<file path="config.mk">
export PLATFORM = sky130hd
export DESIGN_NAME = ir_rl_sampler
export DESIGN_NICKNAME = d
export VERILOG_FILES = /design/src/rtl/ir_rl_pkg.sv /design/src/rtl/ir_rl_presc.sv /design/src/rtl/ir_rl_filter.sv /design/src/rtl/ir_rl_engine.sv /design/src/rtl/ir_rl_sampler.sv
export SDC_FILE = /design/constraint.sdc
export NUM_CORES = 1
export LEC_CHECK = 0
export BUFFER_PORTS_ARGS = -buffer_cell sky130_fd_sc_hd__buf_2
export CAP_MARGIN = 10
export CELL_PAD_IN_SITES_DETAIL_PLACEMENT = 1
export CELL_PAD_IN_SITES_GLOBAL_PLACEMENT = 1
export CORE_MARGIN = 2
export CORE_UTILIZATION = 30
export CTS_CLUSTER_SIZE = 8
export DETAILED_ROUTE_END_ITERATION = 8
export HOLD_SLACK_MARGIN = 0.05
export PLACE_DENSITY = 0.66
export REMOVE_ABC_BUFFERS = 1
export SKIP_LAST_GASP = 1
export SLEW_MARGIN = 25
export SYNTH_ARGS = -nofsm -noshare
export SYNTH_HDL_FRONTEND = slang
export SYNTH_SLANG_ARGS = --single-unit
</file>
<file path="constraint.sdc">
create_clock -name clk_i -period 6.66 [get_ports clk_i]
set_input_delay 0.999 -clock clk_i [delete_from_list [all_inputs] [get_ports clk_i]]
set_output_delay 0.999 -clock clk_i [all_outputs]
set_load 0.03 [all_outputs]
</file>
<file path="src/rtl/ir_rl_pkg.sv">
package ir_rl_pkg;
  localparam int LEN_W = 7;
  localparam int SYM_W = LEN_W + 1;
  localparam int CHUNK = 1 << LEN_W;

  typedef struct packed {
    logic             lvl;
    logic [LEN_W-1:0] len_m1;
  } ir_sym_t;
endpackage

</file>
<file path="src/rtl/ir_rl_presc.sv">
module ir_rl_presc #(
  parameter int DIV = 64
) (
  input  logic clk_i,
  input  logic rst_ni,
  input  logic en_i,
  output logic tick_o
);
  localparam int CW = (DIV > 1) ? $clog2(DIV) : 1;

  logic [CW-1:0] cnt_q;
  logic          last;

  assign last   = (cnt_q == CW'(DIV - 1));
  assign tick_o = en_i && last;

  always_ff @(posedge clk_i or negedge rst_ni) begin
    if (!rst_ni)      cnt_q <= '0;
    else if (!en_i)   cnt_q <= '0;
    else if (last)    cnt_q <= '0;
    else              cnt_q <= cnt_q + 1'b1;
  end
endmodule

</file>
<file path="src/rtl/ir_rl_filter.sv">
module ir_rl_filter #(
  parameter int SYNC   = 2,
  parameter int NTHR_W = 6
) (
  input  logic              clk_i,
  input  logic              rst_ni,
  input  logic              en_i,
  input  logic              tick_i,
  input  logic              raw_i,
  input  logic              inv_i,
  input  logic [NTHR_W-1:0] thr_i,
  output logic              lvl_o,
  output logic              lvl_vld_o
);
  logic [SYNC-1:0] sync_q;
  logic            smp;
  logic            filt_q;
  logic            vld_q;
  logic [NTHR_W:0] cnt_q;
  logic [NTHR_W:0] thr_eff;
  logic [NTHR_W:0] cnt_inc;

  generate
    if (SYNC > 1) begin : g_sync
      always_ff @(posedge clk_i or negedge rst_ni) begin
        if (!rst_ni) sync_q <= '0;
        else         sync_q <= {sync_q[SYNC-2:0], raw_i};
      end
    end else begin : g_nosync
      always_ff @(posedge clk_i or negedge rst_ni) begin
        if (!rst_ni) sync_q <= '0;
        else         sync_q <= raw_i;
      end
    end
  endgenerate

  assign smp     = sync_q[SYNC-1] ^ inv_i;
  assign thr_eff = (thr_i == '0) ? (NTHR_W+1)'(1) : {1'b0, thr_i};
  assign cnt_inc = cnt_q + 1'b1;

  // debounce: new level must persist thr_eff samples before it is taken
  always_ff @(posedge clk_i or negedge rst_ni) begin
    if (!rst_ni) begin
      filt_q <= 1'b0;
      cnt_q  <= '0;
      vld_q  <= 1'b0;
    end else if (!en_i) begin
      filt_q <= 1'b0;
      cnt_q  <= '0;
      vld_q  <= 1'b0;
    end else begin
      vld_q <= tick_i;
      if (tick_i) begin
        if (smp == filt_q) begin
          cnt_q <= '0;
        end else if (cnt_inc >= thr_eff) begin
          filt_q <= smp;
          cnt_q  <= '0;
        end else begin
          cnt_q <= cnt_inc;
        end
      end
    end
  end

  assign lvl_o     = filt_q;
  assign lvl_vld_o = vld_q;
endmodule

</file>
<file path="src/rtl/ir_rl_engine.sv">
module ir_rl_engine
  import ir_rl_pkg::*;
#(
  parameter int ITHR_W    = 8,
  parameter int IDLE_UNIT = 128
) (
  input  logic              clk_i,
  input  logic              rst_ni,
  input  logic              en_i,
  input  logic              vld_i,
  input  logic              lvl_i,
  input  logic [ITHR_W-1:0] ithr_i,
  output logic              sym_vld_o,
  output ir_sym_t           sym_o,
  output logic              pkt_end_o
);
  localparam int UNIT_SH = $clog2(IDLE_UNIT);
  localparam int IDLE_W  = ITHR_W + 1 + UNIT_SH;
  localparam int CNT_W   = LEN_W + 1;

  logic              in_q, n_in;
  logic              cur_q, n_cur;
  logic [CNT_W-1:0]  cnt_q, n_cnt;
  logic [IDLE_W-1:0] spc_q, n_spc, spc_inc, limit;
  logic              e_vld, e_end;
  ir_sym_t           e_sym;
  logic              vld_q, end_q;
  ir_sym_t           sym_q;

  assign limit   = (IDLE_W'(ithr_i) + IDLE_W'(1)) << UNIT_SH;
  assign spc_inc = spc_q + 1'b1;

  always_comb begin
    n_in   = in_q;
    n_cur  = cur_q;
    n_cnt  = cnt_q;
    n_spc  = spc_q;
    e_vld  = 1'b0;
    e_end  = 1'b0;
    e_sym  = '0;
    if (vld_i) begin
      if (!in_q) begin
        if (lvl_i) begin
          n_in  = 1'b1;
          n_cur = 1'b1;
          n_cnt = CNT_W'(1);
          n_spc = '0;
        end
      end else if (lvl_i != cur_q) begin
        e_vld        = 1'b1;
        e_sym.lvl    = cur_q;
        e_sym.len_m1 = LEN_W'(cnt_q - 1'b1);
        n_cur        = lvl_i;
        n_cnt        = CNT_W'(1);
        n_spc        = lvl_i ? '0 : IDLE_W'(1);
      end else if (!lvl_i && spc_inc == limit) begin
        // closing space: strobe only, no symbol
        e_end = 1'b1;
        n_in  = 1'b0;
        n_cnt = '0;
        n_spc = '0;
      end else begin
        if (!lvl_i) n_spc = spc_inc;
        if (cnt_q == CNT_W'(CHUNK)) begin
          e_vld        = 1'b1;
          e_sym.lvl    = cur_q;
          e_sym.len_m1 = LEN_W'(CHUNK - 1);
          n_cnt        = CNT_W'(1);
        end else begin
          n_cnt = cnt_q + 1'b1;
        end
      end
    end
  end

  always_ff @(posedge clk_i or negedge rst_ni) begin
    if (!rst_ni) begin
      in_q  <= 1'b0;
      cur_q <= 1'b0;
      cnt_q <= '0;
      spc_q <= '0;
      vld_q <= 1'b0;
      end_q <= 1'b0;
      sym_q <= '0;
    end else if (!en_i) begin
      in_q  <= 1'b0;
      cur_q <= 1'b0;
      cnt_q <= '0;
      spc_q <= '0;
      vld_q <= 1'b0;
      end_q <= 1'b0;
    end else begin
      in_q  <= n_in;
      cur_q <= n_cur;
      cnt_q <= n_cnt;
      spc_q <= n_spc;
      vld_q <= e_vld;
      end_q <= e_end;
      if (e_vld) sym_q <= e_sym;
    end
  end

  assign sym_vld_o = vld_q;
  assign sym_o     = sym_q;
  assign pkt_end_o = end_q;
endmodule

</file>
<file path="src/rtl/ir_rl_sampler.sv">
module ir_rl_sampler
  import ir_rl_pkg::*;
#(
  parameter int DIV       = 64,
  parameter int SYNC      = 2,
  parameter int NTHR_W    = 6,
  parameter int ITHR_W    = 8,
  parameter int IDLE_UNIT = 128
) (
  input  logic              clk_i,
  input  logic              rst_ni,
  input  logic              glb_en_i,
  input  logic              rx_en_i,
  input  logic              ir_raw_i,
  input  logic              invert_i,
  input  logic [NTHR_W-1:0] noise_thr_i,
  input  logic [ITHR_W-1:0] idle_thr_i,
  output logic              sym_valid_o,
  output logic [SYM_W-1:0]  sym_data_o,
  input  logic              sym_ready_i,
  output logic              pkt_end_o,
  output logic              drop_o
);
  logic    en, tick, lvl, lvl_vld, sym_vld, drop_q;
  ir_sym_t sym;

  assign en = glb_en_i & rx_en_i;

  ir_rl_presc #(.DIV(DIV)) u_presc (
    .clk_i (clk_i),
    .rst_ni(rst_ni),
    .en_i  (en),
    .tick_o(tick)
  );

  ir_rl_filter #(.SYNC(SYNC), .NTHR_W(NTHR_W)) u_filt (
    .clk_i    (clk_i),
    .rst_ni   (rst_ni),
    .en_i     (en),
    .tick_i   (tick),
    .raw_i    (ir_raw_i),
    .inv_i    (invert_i),
    .thr_i    (noise_thr_i),
    .lvl_o    (lvl),
    .lvl_vld_o(lvl_vld)
  );

  ir_rl_engine #(.ITHR_W(ITHR_W), .IDLE_UNIT(IDLE_UNIT)) u_eng (
    .clk_i    (clk_i),
    .rst_ni   (rst_ni),
    .en_i     (en),
    .vld_i    (lvl_vld),
    .lvl_i    (lvl),
    .ithr_i   (idle_thr_i),
    .sym_vld_o(sym_vld),
    .sym_o    (sym),
    .pkt_end_o(pkt_end_o)
  );

  always_ff @(posedge clk_i or negedge rst_ni) begin
    if (!rst_ni) drop_q <= 1'b0;
    else         drop_q <= sym_vld & ~sym_ready_i;
  end

  assign sym_valid_o = sym_vld;
  assign sym_data_o  = sym;
  assign drop_o      = drop_q;
endmodule

</file>
==> results of run 1 <==
==> state kept, by name, indices dropped and copies added (netlist names), 2 cells and up <==
name,cells
u_filt.cnt_q,7
u_eng.spc_q,16
u_filt.sync_q,2
u_eng.cnt_q,8
u_presc.cnt_q,6
u_eng.sym_o,8
==> area by class of cell <==
| type | count | area share (%) |
|---|---|---|
| Clock buffer | 6 | 3.528 |
| Clock inverter | 2 | 0.9854 |
| Inverter | 12 | 1.144 |
| Multi-Input combinational cell | 304 | 51.14 |
| Sequential cell | 54 | 34.33 |
| Tap cell | 143 | 4.545 |
| Timing Repair Buffer | 33 | 4.323 |
==> report_power, final <==
part	internal, uW	leakage, uW	switching (uW)
Combinational	17.1	0.000944	27.8
Sequential	329	0.000749	0.969
Clock	189	0.0000875	128
==> final timing paths <==
| path | slack, ns | end | startpoint | depth (start not counted) |
|---|---|---|---|---|
| max | 3.15 | u_eng.spc_q[12]$_DFFE_PN0P_ | u_eng.spc_q[0]$_DFFE_PN0P_ | 9 |
| min | 0.35 | u_filt.sync_q[1]$_DFF_PN0_ | u_filt.sync_q[0]$_DFF_PN0_ | 0 |
| max reg2reg | 3.15 | u_eng.spc_q[12]$_DFFE_PN0P_ | u_eng.spc_q[0]$_DFFE_PN0P_ | 9 |
| min reg2reg | 0.35 | u_filt.sync_q[1]$_DFF_PN0_ | u_filt.sync_q[0]$_DFF_PN0_ | 0 |
| max in group asynchronous | 5.37 | u_eng.spc_q[13]$_DFFE_PN0P_ | rst_ni | 2 |
| min in group asynchronous | 0.83 | u_filt.cnt_q[6]$_DFFE_PN0P_ | rst_ni | 2 |
==> Yosys cell counts (3+ instances only) <==
| cell | count | area share, % |
|---|---|---|
| sky130_fd_sc_hd__o21bai_1 | 3 | 0.64 |
| sky130_fd_sc_hd__o211ai_1 | 10 | 2.1 |
| sky130_fd_sc_hd__nor3b_1 | 4 | 0.86 |
| sky130_fd_sc_hd__inv_1 | 12 | 1.3 |
| sky130_fd_sc_hd__nor2_1 | 26 | 2.8 |
| sky130_fd_sc_hd__buf_2 | 3 | 0.43 |
| sky130_fd_sc_hd__and3_1 | 7 | 1.3 |
| sky130_fd_sc_hd__dfrtp_1 | 54 | 39 |
| sky130_fd_sc_hd__xnor2_1 | 22 | 5.5 |
| sky130_fd_sc_hd__ha_1 | 13 | 4.7 |
| sky130_fd_sc_hd__nand2_1 | 50 | 5.4 |
| sky130_fd_sc_hd__nor3_1 | 11 | 1.6 |
| sky130_fd_sc_hd__or4_1 | 3 | 0.64 |
| sky130_fd_sc_hd__nand2b_1 | 8 | 1.4 |
| sky130_fd_sc_hd__clkbuf_1 | 7 | 0.75 |
| sky130_fd_sc_hd__nor2b_1 | 3 | 0.54 |
| sky130_fd_sc_hd__o21ai_0 | 12 | 1.7 |
| sky130_fd_sc_hd__nand4_1 | 12 | 2.1 |
| sky130_fd_sc_hd__nand3_1 | 17 | 2.4 |
| sky130_fd_sc_hd__a21o_1 | 12 | 2.6 |
| sky130_fd_sc_hd__xor2_1 | 15 | 3.8 |
| sky130_fd_sc_hd__and2_1 | 4 | 0.72 |
| sky130_fd_sc_hd__a21oi_1 | 8 | 1.1 |
| sky130_fd_sc_hd__or2_2 | 4 | 0.72 |
| sky130_fd_sc_hd__a211oi_1 | 3 | 0.64 |
| sky130_fd_sc_hd__nor4_1 | 5 | 0.90 |
| sky130_fd_sc_hd__o31ai_1 | 4 | 0.86 |
| sky130_fd_sc_hd__a21oi_2 | 5 | 1.3 |
| sky130_fd_sc_hd__or3_1 | 7 | 1.3 |
==> routing by layer <==
metal | share of wire [%] | wire (microns)
met1 | 50 | 4169
met2 | 46 | 3799
met3 | 2.6 | 214
met4 | 1.5 | 128
met5 | 0 | 0
==> metrics by stage <==
| stage | std cells | utilization [%] | hold slack (ns) | cell area, sq um |
|---|---|---|---|---|
| after detailed placement | 546 | 33.06 | 0.3371 | 3759 |
| after CTS | 554 | 34.62 | 0.3538 | 3936 |
| after floorplan | 370 | - | 0.3312 | 3410 |
| after global routing | 554 | 34.62 | 0.3742 | 3936 |
| after global placement | 546 | 33.06 | 0.3336 | 3759 |
| final | 554 | 34.62 | 0.3503 | 3936 |
==> logic make-up after synthesis <==
kind of cell               Yosys count
muxes                                2
and+or+nand+nor                    171
AOI/OAI and AO/OA                   79
buffers and inverters               27
adders and majority gates           13
DFF                                 54
xor gates and xnor gates            39
==> flow_summary_export.csv, run 1 <==
group,metric,value,unit
synth,seq_area_frac_synth,38.68,%
global_routing,global_route_total_overflow,0,
sta,setup_viol,0,
final_layout,synthToLayoutAreaGrowth,12.68,%
setup_path,worstPathMaxFanout,19,
power,power.leakage,0.001780,uW
setup_path,path_buf_inv,0,
synth,synthesis.yosys.warnings,0,
floorplanning,die_area,12520,sq um
routing,drt_drc_violations_left,0,
synth,synth_xor_area_share,10.39,%
synth,main_combinational_cell_family_by_area_after_synthesis,"simple AND/OR/NAND/NOR gates",
clocking,clkSlewWorstSetupHoldPaths,0.07,ns
floorplanning,initial_core_util,30.73,%
synth,synth-async-reset-ratio,100.0,%
sta,slew_violations,0,
sta,tightest_slew,0.6959,ns
synth,ys_seq_elements,54,
setup_path,cp.arrival,3.69,ns
global_routing,largest_net_degree_at_the_start_of_global_routing,55,
clocking,cts_inserted_buffers,5,
routing,drt_wl_total,8311,microns
routing,average_wire_per_cell_in_the_routed_design,15.00,microns
routing,viasPerCell,5.227,
global_routing,gr-usage-met1,18.95,%
synth,synth_compound_area_share,16.69,%
synth,post_synth_instance_area,3493,sq um
final_layout,layout-drive-gt1-share,14.60,%
placement,dp_slack,2.845,ns
synth,post_synth_and_or_nand_nor_area_fraction,25.29,%
global_routing,global_route_met2_utilization,23.64,%
synth,synth_fa_ha_area_share,4.656,%
flow_run,max_cap_violations,0,
global_routing,grt_pass1_vias,3059,
routing,drt_iter0_markers,113,
final_layout,layout.cells.most_common,"sky130_fd_sc_hd__dfrtp_1",
final_layout,nFillCells,1333,
setup_path,crit_top_cell,"sky130_fd_sc_hd__or4_1",
global_routing,gr_usage_total,14.16,%
clocking,clock_sink_count,54,
sta,worst_clock_skew,0.008292,ns
final_layout,antenna_cells_inserted,0,
power,worst_ir_drop_vdd,0.00008433,V
routing,final_antenna_net_count,0,
clocking,buffer_count_from_post_cts_setup_fixing,0,
global_routing,top_usage_layer,"met2",
clocking,post_cts_resize_count,0,
sta,timing.slew.headroom,53.61,%
final_layout,final-seq-area,1351,sq um
setup_path,timing_worst_setup_path_type,"reg2reg",
global_routing,grt_first_pass_wirelength,14720,microns
worst_hold_path,hp-class,"reg2reg",
sta,grt_setup_unrepaired,"false",
sta,worst_slack,3.148,ns
synth,postSynthAreaPerCell,9.074,sq um
global_routing,met3_usage,2.667,%
global_routing,initial_antenna_violation_count,0,
status,run_status,"finished, final reports clean",
setup_path,cpMaxStageDelayCell,"sky130_fd_sc_hd__or4_1",
sta,timing_hold_violations_final,0,
setup_path,required,6.84,ns
routing,route.vias.total,2896,
clocking,cts.root.buffer_cell,"sky130_fd_sc_hd__clkbuf_16",
placement,gp_congestion,0.8402,
setup_path,critical-path-top-delay-family,"simple AND/OR/NAND/NOR gates",
placement,dpl.hpwl,6112,microns
power,p_per_area,176.0,nW/um^2
sta,setup-tns-final,0,ns
floorplanning,die_y,111.9,microns
floorplanning,core-area,11370,sq um
power,design_power_total,693.0,uW
synth,share_of_synthesized_area_spent_on_multiplexers,0.6089,%
final_layout,multi_input_comb_area,2013,sq um
sta,max_freq,0.2847,GHz
floorplanning,floorplan.io_pins,32,
floorplanning,std_cell_rows,39,
clocking,htree_num_levels,2,
synth,synth-edff-count,0,
synth,netlist_instances,385,
synth,synth_cell_types,58,
sta,fin_crit,3.512,ns
final_layout,final_cell_mix,"54 x sky130_fd_sc_hd__dfrtp_1, 50 x sky130_fd_sc_hd__nand2_1, 31 x sky130_fd_sc_hd__buf_2",
sta,fin_crit_sh,52.74,%
setup_path,path_cells,"ha_1, nand3_2, or4_1, nor3_2, o2111ai_1, or4_1, o21bai_4, nor2_1, a211o_1",
placement,number_of_port_buffers,31,
setup_path,cpPeakStageDelay,0.68,ns
clocking,cts_tree,"yes",
floorplanning,die_w,111.9,microns
synth,ys.flop_type,"sky130_fd_sc_hd__dfrtp_1",
clocking,postCtsHoldBufs,0,
clocking,worst_skew_pair.late_latency,0.30,ns
routing,drt_pass1_iterations,4,
clocking,cts.path.max_buffers,2,
setup_path,setup.worst_path.end_class,"flip-flop",
final_layout,fin_nets,444,
setup_path,critPathLaunchType,"flip-flop",
No activity file was read; power rests on OpenSTA's default activity.
==> run 2: changes to the inputs <==
- ABC_AREA: unset -> 1
- PLACE_DENSITY: 0.66 -> 0.7
- clock period: 6.66 -> 2.9 ns (I/O delays scaled with it)
==> run 2 against run 1 <==
  * Synthesized cell count increased by 23%
  * Worst setup slack got worse by 2.6 ns
  * Final cell count increased by 18%
  * Routed wire length up 9.0%
  * Clock skew is 0.0027 ns lower
  * Power is 120% higher
  * Global-route usage rose by 1.4 points
  * Synthesized area rose by 1.1%
  * Via count is 10% higher
  * Critical path depth grew 3
==> flow_summary_export.csv, run 2 <==
group,metric,value,unit
global_routing,initial_antenna_violation_count,0,
global_routing,top_usage_layer,"met2",
sta,tightest_slew,0.6743,ns
setup_path,critical-path-top-delay-family,"simple AND/OR/NAND/NOR gates",
sta,setup-tns-final,0,ns
sta,fin_crit_sh,81.65,%
power,power.leakage,0.001870,uW
synth,seq_area_frac_synth,38.26,%
synth,postSynthAreaPerCell,7.483,sq um
floorplanning,floorplan.io_pins,32,
clocking,post_cts_resize_count,0,
routing,drt_iter0_markers,110,
synth,synthMostInstantiatedCell,"sky130_fd_sc_hd__nand2_1",
global_routing,met3_usage,1.944,%
final_layout,antenna_cells_inserted,0,
clocking,clkSlewWorstSetupHoldPaths,0.07,ns
final_layout,final_cell_mix,"103 x sky130_fd_sc_hd__nand2_1, 77 x sky130_fd_sc_hd__inv_1, 54 x sky130_fd_sc_hd__dfrtp_1",
setup_path,crit_top_cell,"sky130_fd_sc_hd__nand2_1",
clocking,cts_tree,"yes",
final_layout,biggest_register,"u_eng.spc_q",
global_routing,global_route_met2_utilization,28.47,%
flow_run,max_cap_violations,0,
clocking,postCtsHoldBufs,0,
status,run_status,"finished, final reports clean",
floorplanning,die_w,112.5,microns
floorplanning,std_cell_rows,39,
setup_path,path_buf_inv,0,
sta,timing_hold_violations_final,0,
worst_hold_path,hp-class,"in2async",
routing,drt_drc_violations_left,0,
global_routing,grt_pass1_vias,3436,
sta,slew_violations,0,
synth,netlist_instances,472,
power,p_per_area,371.0,nW/um^2
final_layout,synthToLayoutAreaGrowth,13.92,%
placement,gp_congestion,0.8083,
floorplanning,die_area,12660,sq um
synth,post_synth_and_or_nand_nor_area_fraction,34.18,%
clocking,worst_skew_pair.late_latency,0.29,ns
setup_path,cp.arrival,2.52,ns
global_routing,largest_net_degree_at_the_start_of_global_routing,29,
sta,setup_viol,0,
routing,final_antenna_net_count,0,
final_layout,fin_cells,656,
synth,synth_top_area_share,38.26,%
clocking,buffer_count_from_post_cts_setup_fixing,0,
synth,synth_compound_area_share,8.041,%
power,worst_ir_drop_vdd,0.0001831,V
routing,average_wire_per_cell_in_the_routed_design,13.80,microns
sta,final.hold.worst_slack,0.1538,ns
sta,grt_setup_unrepaired,"false",
clocking,htree_num_levels,2,
placement,dpl.hpwl,7295,microns
synth,ys.flop_type,"sky130_fd_sc_hd__dfrtp_1",
global_routing,gr_usage_total,15.57,%
synth,post-synth-top-area-cell,"sky130_fd_sc_hd__dfrtp_1",
placement,number_of_port_buffers,31,
setup_path,path_cells,"ha_1, nand2_1, nor2_2, nand2_1, nand2_1, nand3_1, nand2_1, nand4_1, nor2_4, nand3_4, nand2_1, o22ai_1",
final_layout,layout.cells.most_common,"sky130_fd_sc_hd__nand2_1",
placement,detailed_place.area,3877,sq um
synth,main_combinational_cell_family_by_area_after_synthesis,"simple AND/OR/NAND/NOR gates",
final_layout,largest_reg_flops,16,
synth,share_of_synthesized_area_spent_on_multiplexers,0,%
floorplanning,core-area,11470,sq um
setup_path,cpPeakStageDelay,0.42,ns
sta,worst_clock_skew,0.005630,ns
clocking,cts.path.max_buffers,2,
clocking,clock_sink_count,54,
synth,synth_cell_types,37,
synth,synth-async-reset-ratio,100.0,%
floorplanning,die_y,112.5,microns
setup_path,critPathLaunchType,"flip-flop",
routing,viasPerCell,4.875,
routing,drt_pass1_iterations,4,
setup_path,required,3.05,ns
synth,synth-edff-count,0,
setup_path,worstPathMaxFanout,13,
synth,synth_xor_area_share,5.880,%
setup_path,timing_worst_setup_path_type,"reg2reg",
final_layout,postLayoutCellArea,4024,sq um
sta,max_freq,0.4223,GHz
synth,ys_seq_elements,54,
setup_path,setup.worst_path.end_class,"flip-flop",
synth,post_synth_instance_area,3532,sq um
final_layout,layout-drive-gt1-share,13.65,%
sta,fin_crit,2.368,ns
clocking,cts.root.buffer_cell,"sky130_fd_sc_hd__clkbuf_16",
routing,drt_wl_total,9056,microns
synth,synthesis.yosys.warnings,0,
power,design_power_total,1493,uW
global_routing,gr-usage-met1,19.56,%
placement,post-place-cells,648,
routing,route.vias.total,3198,
global_routing,global_route_total_overflow,0,
global_routing,grt_first_pass_wirelength,16240,microns
clocking,cts_inserted_buffers,5,
synth,synth.area.top_cells,"sky130_fd_sc_hd__dfrtp_1 38%, sky130_fd_sc_hd__nand2_1 11%, sky130_fd_sc_hd__inv_1 8.2%, sky130_fd_sc_hd__nand3_1 6.4%, sky130_fd_sc_hd__nor2_1 5.0%",
setup_path,cpMaxStageDelayCell,"sky130_fd_sc_hd__dfrtp_1",
synth,synth_commonest_cells,"103 x sky130_fd_sc_hd__nand2_1, 77 x sky130_fd_sc_hd__inv_1, 54 x sky130_fd_sc_hd__dfrtp_1",
floorplanning,initial_core_util,30.80,%
final_layout,fin_nets,546,
synth,synth_fa_ha_area_share,4.605,%
sta,timing.slew.headroom,54.63,%
## run 2: cell types whose count changed in the layout (fill, tap and decap cells not counted), moves of 14 or more
cell	change
sky130_fd_sc_hd__inv_1	+65
sky130_fd_sc_hd__nor2_1	+21
sky130_fd_sc_hd__nand3_1	+28
sky130_fd_sc_hd__nand2_1	+53
sky130_fd_sc_hd__xnor2_1	-19
sky130_fd_sc_hd__o22ai_1	+14
## run 2: path summary, 6_finish.rpt
| check | cells after the start | slack [ns] | end | from |
|---|---|---|---|---|
| worst max register to register | 12 | 0.53 | u_eng.spc_q[3]$_DFFE_PN0P_ | u_eng.spc_q[1]$_DFFE_PN0P_ |
| worst max-delay path | 12 | 0.53 | u_eng.spc_q[3]$_DFFE_PN0P_ | u_eng.spc_q[1]$_DFFE_PN0P_ |
| worst min register to register | 0 | 0.35 | u_filt.sync_q[1]$_DFF_PN0_ | u_filt.sync_q[0]$_DFF_PN0_ |
| min in group clk_i | 1 | 0.25 | u_filt.sync_q[0]$_DFF_PN0_ | ir_raw_i |
| max in group asynchronous | 2 | 1.91 | u_eng.spc_q[2]$_DFFE_PN0P_ | rst_ni |
| worst min-delay path | 1 | 0.15 | drop_o$_DFF_PN0_ | rst_ni |
## run 2: cell type report
cell class	count	area, sq um
clock buffer	5	125.1
inverter	78	292.8
multi-input combinational	337	1862
fill	1441	7443
timing repair buffer	36	192.7
clock inverter	3	21.27
sequential	54	1351
tap	143	178.9
## run 2: where the power goes
part           internal [uW]  switching (uW)  leakage [uW]
clock                    320             276     0.0000698
sequential               762            4.82      0.000732
combinational           44.2            85.8       0.00107
total                   1130             366       0.00187
## run 2: per-layer routing
| layer | up-vias | share of wire (%) |
|---|---|---|
| li1 | 1611 | - |
| met1 | 1540 | 46 |
| met2 | 42 | 51 |
| met3 | 5 | 2.2 |
| met4 | 0 | 0.77 |
| met5 | - | 0 |
## run 2: cells by family (layout without fill, tap and decap cells)
group	after synthesis	count (layout)
AO/OA/AOI/OAI	49	49
flip-flops	54	54
buffers and inverters	81	122
AND/OR/NAND/NOR	253	253
adder cells (fa/ha/maj)	13	13
XOR/XNOR	22	22
## run 2: stage by stage
step	setup slack [ns]	utilization, %
after floorplan	0.9326	-
after global placement	0.6094	33.81
after detailed placement	0.5110	33.81
after CTS	0.5189	35.09
after global routing	0.2273	35.09
final	0.5322	35.09
==> run 3: changes to the inputs <==
- clock period: 2.9 -> 2.05 ns (I/O delays scaled with it)
==> run 3 against run 2 <==
  * The flow now finishes with violations (setup timing)
  * Clock-buffer cell count up 2
  * Die area unchanged
  * Worst hold slack worse by 0.041 ns
  * Final area up 22%
  * Power up 46%
  * First-iteration DRC count down 24%
  * Routed wire length up 18%
  * Clock skew up 0.00070 ns
  * Sequential power up 41%
  * Final cell count up 9.3%
  * Largest power group unchanged
==> flow_summary_export.csv, run 3 (synthesized netlist as in run 2, its figures left out) <==
group,metric,value,unit
setup_path,critPathLaunchType,"flip-flop",
sta,slew_violations,0,
floorplanning,std_cell_rows,39,
final_layout,layout-drive-gt1-share,33.28,%
final_layout,final_cell_mix,"83 x sky130_fd_sc_hd__nand2_1, 76 x sky130_fd_sc_hd__inv_1, 53 x sky130_fd_sc_hd__buf_4",
setup_path,r2r-end,"u_eng.cnt_q[7]$_DFFE_PN0P_",
routing,final_antenna_net_count,0,
clocking,cts_inserted_buffers,5,
routing,drt_pass1_iterations,4,
setup_path,reg2reg_slack,-0.18,ns
sta,final.hold.worst_slack,0.1131,ns
global_routing,initial_antenna_violation_count,0,
global_routing,global_route_total_overflow,0,
sta,timing.slew.headroom,64.18,%
placement,dp_slack,-0.1721,ns
power,worst_ir_drop_vdd,0.0002827,V
clocking,clkSlewWorstSetupHoldPaths,0.07,ns
placement,number_of_port_buffers,31,
flow_run,max_cap_violations,0,
setup_path,timing.critical_path.from,"u_eng.spc_q[1]$_DFFE_PN0P_",
floorplanning,initial_core_util,30.80,%
clocking,worst_skew_pair.late_latency,0.30,ns
global_routing,grt_pass1_vias,3706,
worst_hold_path,hold_depth,1,
floorplanning,core-area,11470,sq um
status,failing_checks,"setup timing",
global_routing,largest_net_degree_at_the_start_of_global_routing,22,
routing,drt_iter0_markers,84,
setup_path,setup.worst_path.end_class,"flip-flop",
final_layout,biggest_register,"u_eng.spc_q",
placement,gp_congestion,0.8309,
routing,route.vias.total,3505,
global_routing,grt_first_pass_wirelength,17080,microns
floorplanning,die_w,112.5,microns
routing,average_wire_per_cell_in_the_routed_design,14.91,microns
setup_path,setup_crit_end,"u_eng.cnt_q[7]$_DFFE_PN0P_",
floorplanning,die_y,112.5,microns
sta,grt_setup_unrepaired,"true",
final_layout,fin_util,42.90,%
final_layout,antenna_cells_inserted,0,
sta,timing_hold_violations_final,0,
status,run_status,"finished, violations left",
sta,tightest_slew,0.5374,ns
final_layout,largest_reg_flops,16,
sta,setup_viol,33,
power,design_power_total,2172,uW
final_layout,layout.cells.most_common,"sky130_fd_sc_hd__nand2_1",
final_layout,synthToLayoutAreaGrowth,39.28,%
routing,drt_wl_total,10690,microns
clocking,cts.path.max_buffers,2,
routing,drt_drc_violations_left,0,
sta,worst_slack,-0.1780,ns
power,power.leakage,0.002231,uW
setup_path,reg2reg_from,"u_eng.spc_q[1]$_DFFE_PN0P_",
floorplanning,floorplan.io_pins,32,
power,p_per_area,441.5,nW/um^2
clocking,cts_tree,"yes",
sta,fin_crit_sh,108.7,%
setup_path,worstPathMaxFanout,6,
sta,setup-tns-final,-3.683,ns
routing,viasPerCell,4.888,
floorplanning,die_area,12660,sq um
setup_path,cp.arrival,2.40,ns
setup_path,timing_worst_setup_path_type,"reg2reg",
setup_path,reg2reg_depth,12,
clocking,clock_sink_count,54,
clocking,htree_num_levels,2,
worst_hold_path,hp-class,"in2reg",
global_routing,gr_usage_total,16.50,%
clocking,cts.root.buffer_cell,"sky130_fd_sc_hd__clkbuf_16",
setup_path,required,2.22,ns
sta,max_freq,0.4488,GHz
final_layout,fin_nets,607,
placement,dpl.hpwl,7762,microns
sta,fin_crit,2.228,ns
sta,worst_clock_skew,0.006329,ns
-- run 3: layout make-up --
| type | count | area [sq um] |
|---|---|---|
| Clock buffer | 7 | 142.6 |
| Clock inverter | 1 | 5.005 |
| Fill cell | 1402 | 6548 |
| Inverter | 78 | 292.8 |
| Multi-Input combinational cell | 339 | 2252 |
| Sequential cell | 54 | 1355 |
| Tap cell | 143 | 178.9 |
| Timing Repair Buffer | 95 | 693.2 |
-- run 3: worst min path at each step --
stage                        start                          end
after global placement      rst_ni  u_eng.spc_q[13]$_DFFE_PN0P_
after global routing      ir_raw_i   u_filt.sync_q[0]$_DFF_PN0_
after floorplan             rst_ni             drop_o$_DFF_PN0_
after detailed placement    rst_ni  u_eng.spc_q[13]$_DFFE_PN0P_
final                     ir_raw_i   u_filt.sync_q[0]$_DFF_PN0_
after CTS                 ir_raw_i   u_filt.sync_q[0]$_DFF_PN0_
-- run 3: routing by layer --
metal	wire [microns]	track usage, %
met3	268	2.268
met2	5729	30.44
met4	105	4.146
met5	0	0
met1	4587	20.22
-- run 3: power breakdown --
part,switching [uW],leakage [uW],internal [uW]
logic,135,0.00143,77.9
clock network,389,0.0000739,486
registers,6.53,0.000727,1080
total,530,0.00223,1640
-- run 3: what timing repair did --
action | in CTS | in global routing
gates cloned | 0 | 2
endpoints found under the hold margin | 19 | 0
hold buffers | 1 | 0
setup endpoints to repair | 37 | 40
setup buffers | 8 | 10
pin swaps | 14 | 34
gates resized for setup | 36 | 58
-- run 3: through the flow --
step | cells | area [sq um]
after global placement | 688 | 4190
after detailed placement | 688 | 4190
after floorplan | 469 | 3506
after global routing | 717 | 4920
after CTS | 705 | 4556
final | 717 | 4920
-- run 3: worst max-delay path, stage by stage (launching register included) --
cell	delay (ns)
sky130_fd_sc_hd__dfrtp_1	0.42
sky130_fd_sc_hd__ha_4	0.20
sky130_fd_sc_hd__buf_6	0.12
sky130_fd_sc_hd__xor2_4	0.15
sky130_fd_sc_hd__nor2_2	0.15
sky130_fd_sc_hd__nand3_1	0.11
sky130_fd_sc_hd__nor2_1	0.14
sky130_fd_sc_hd__nand3_1	0.12
sky130_fd_sc_hd__nor2_4	0.15
sky130_fd_sc_hd__nand3_4	0.18
sky130_fd_sc_hd__buf_6	0.19
sky130_fd_sc_hd__nand2_8	0.09
sky130_fd_sc_hd__o22ai_2	0.06
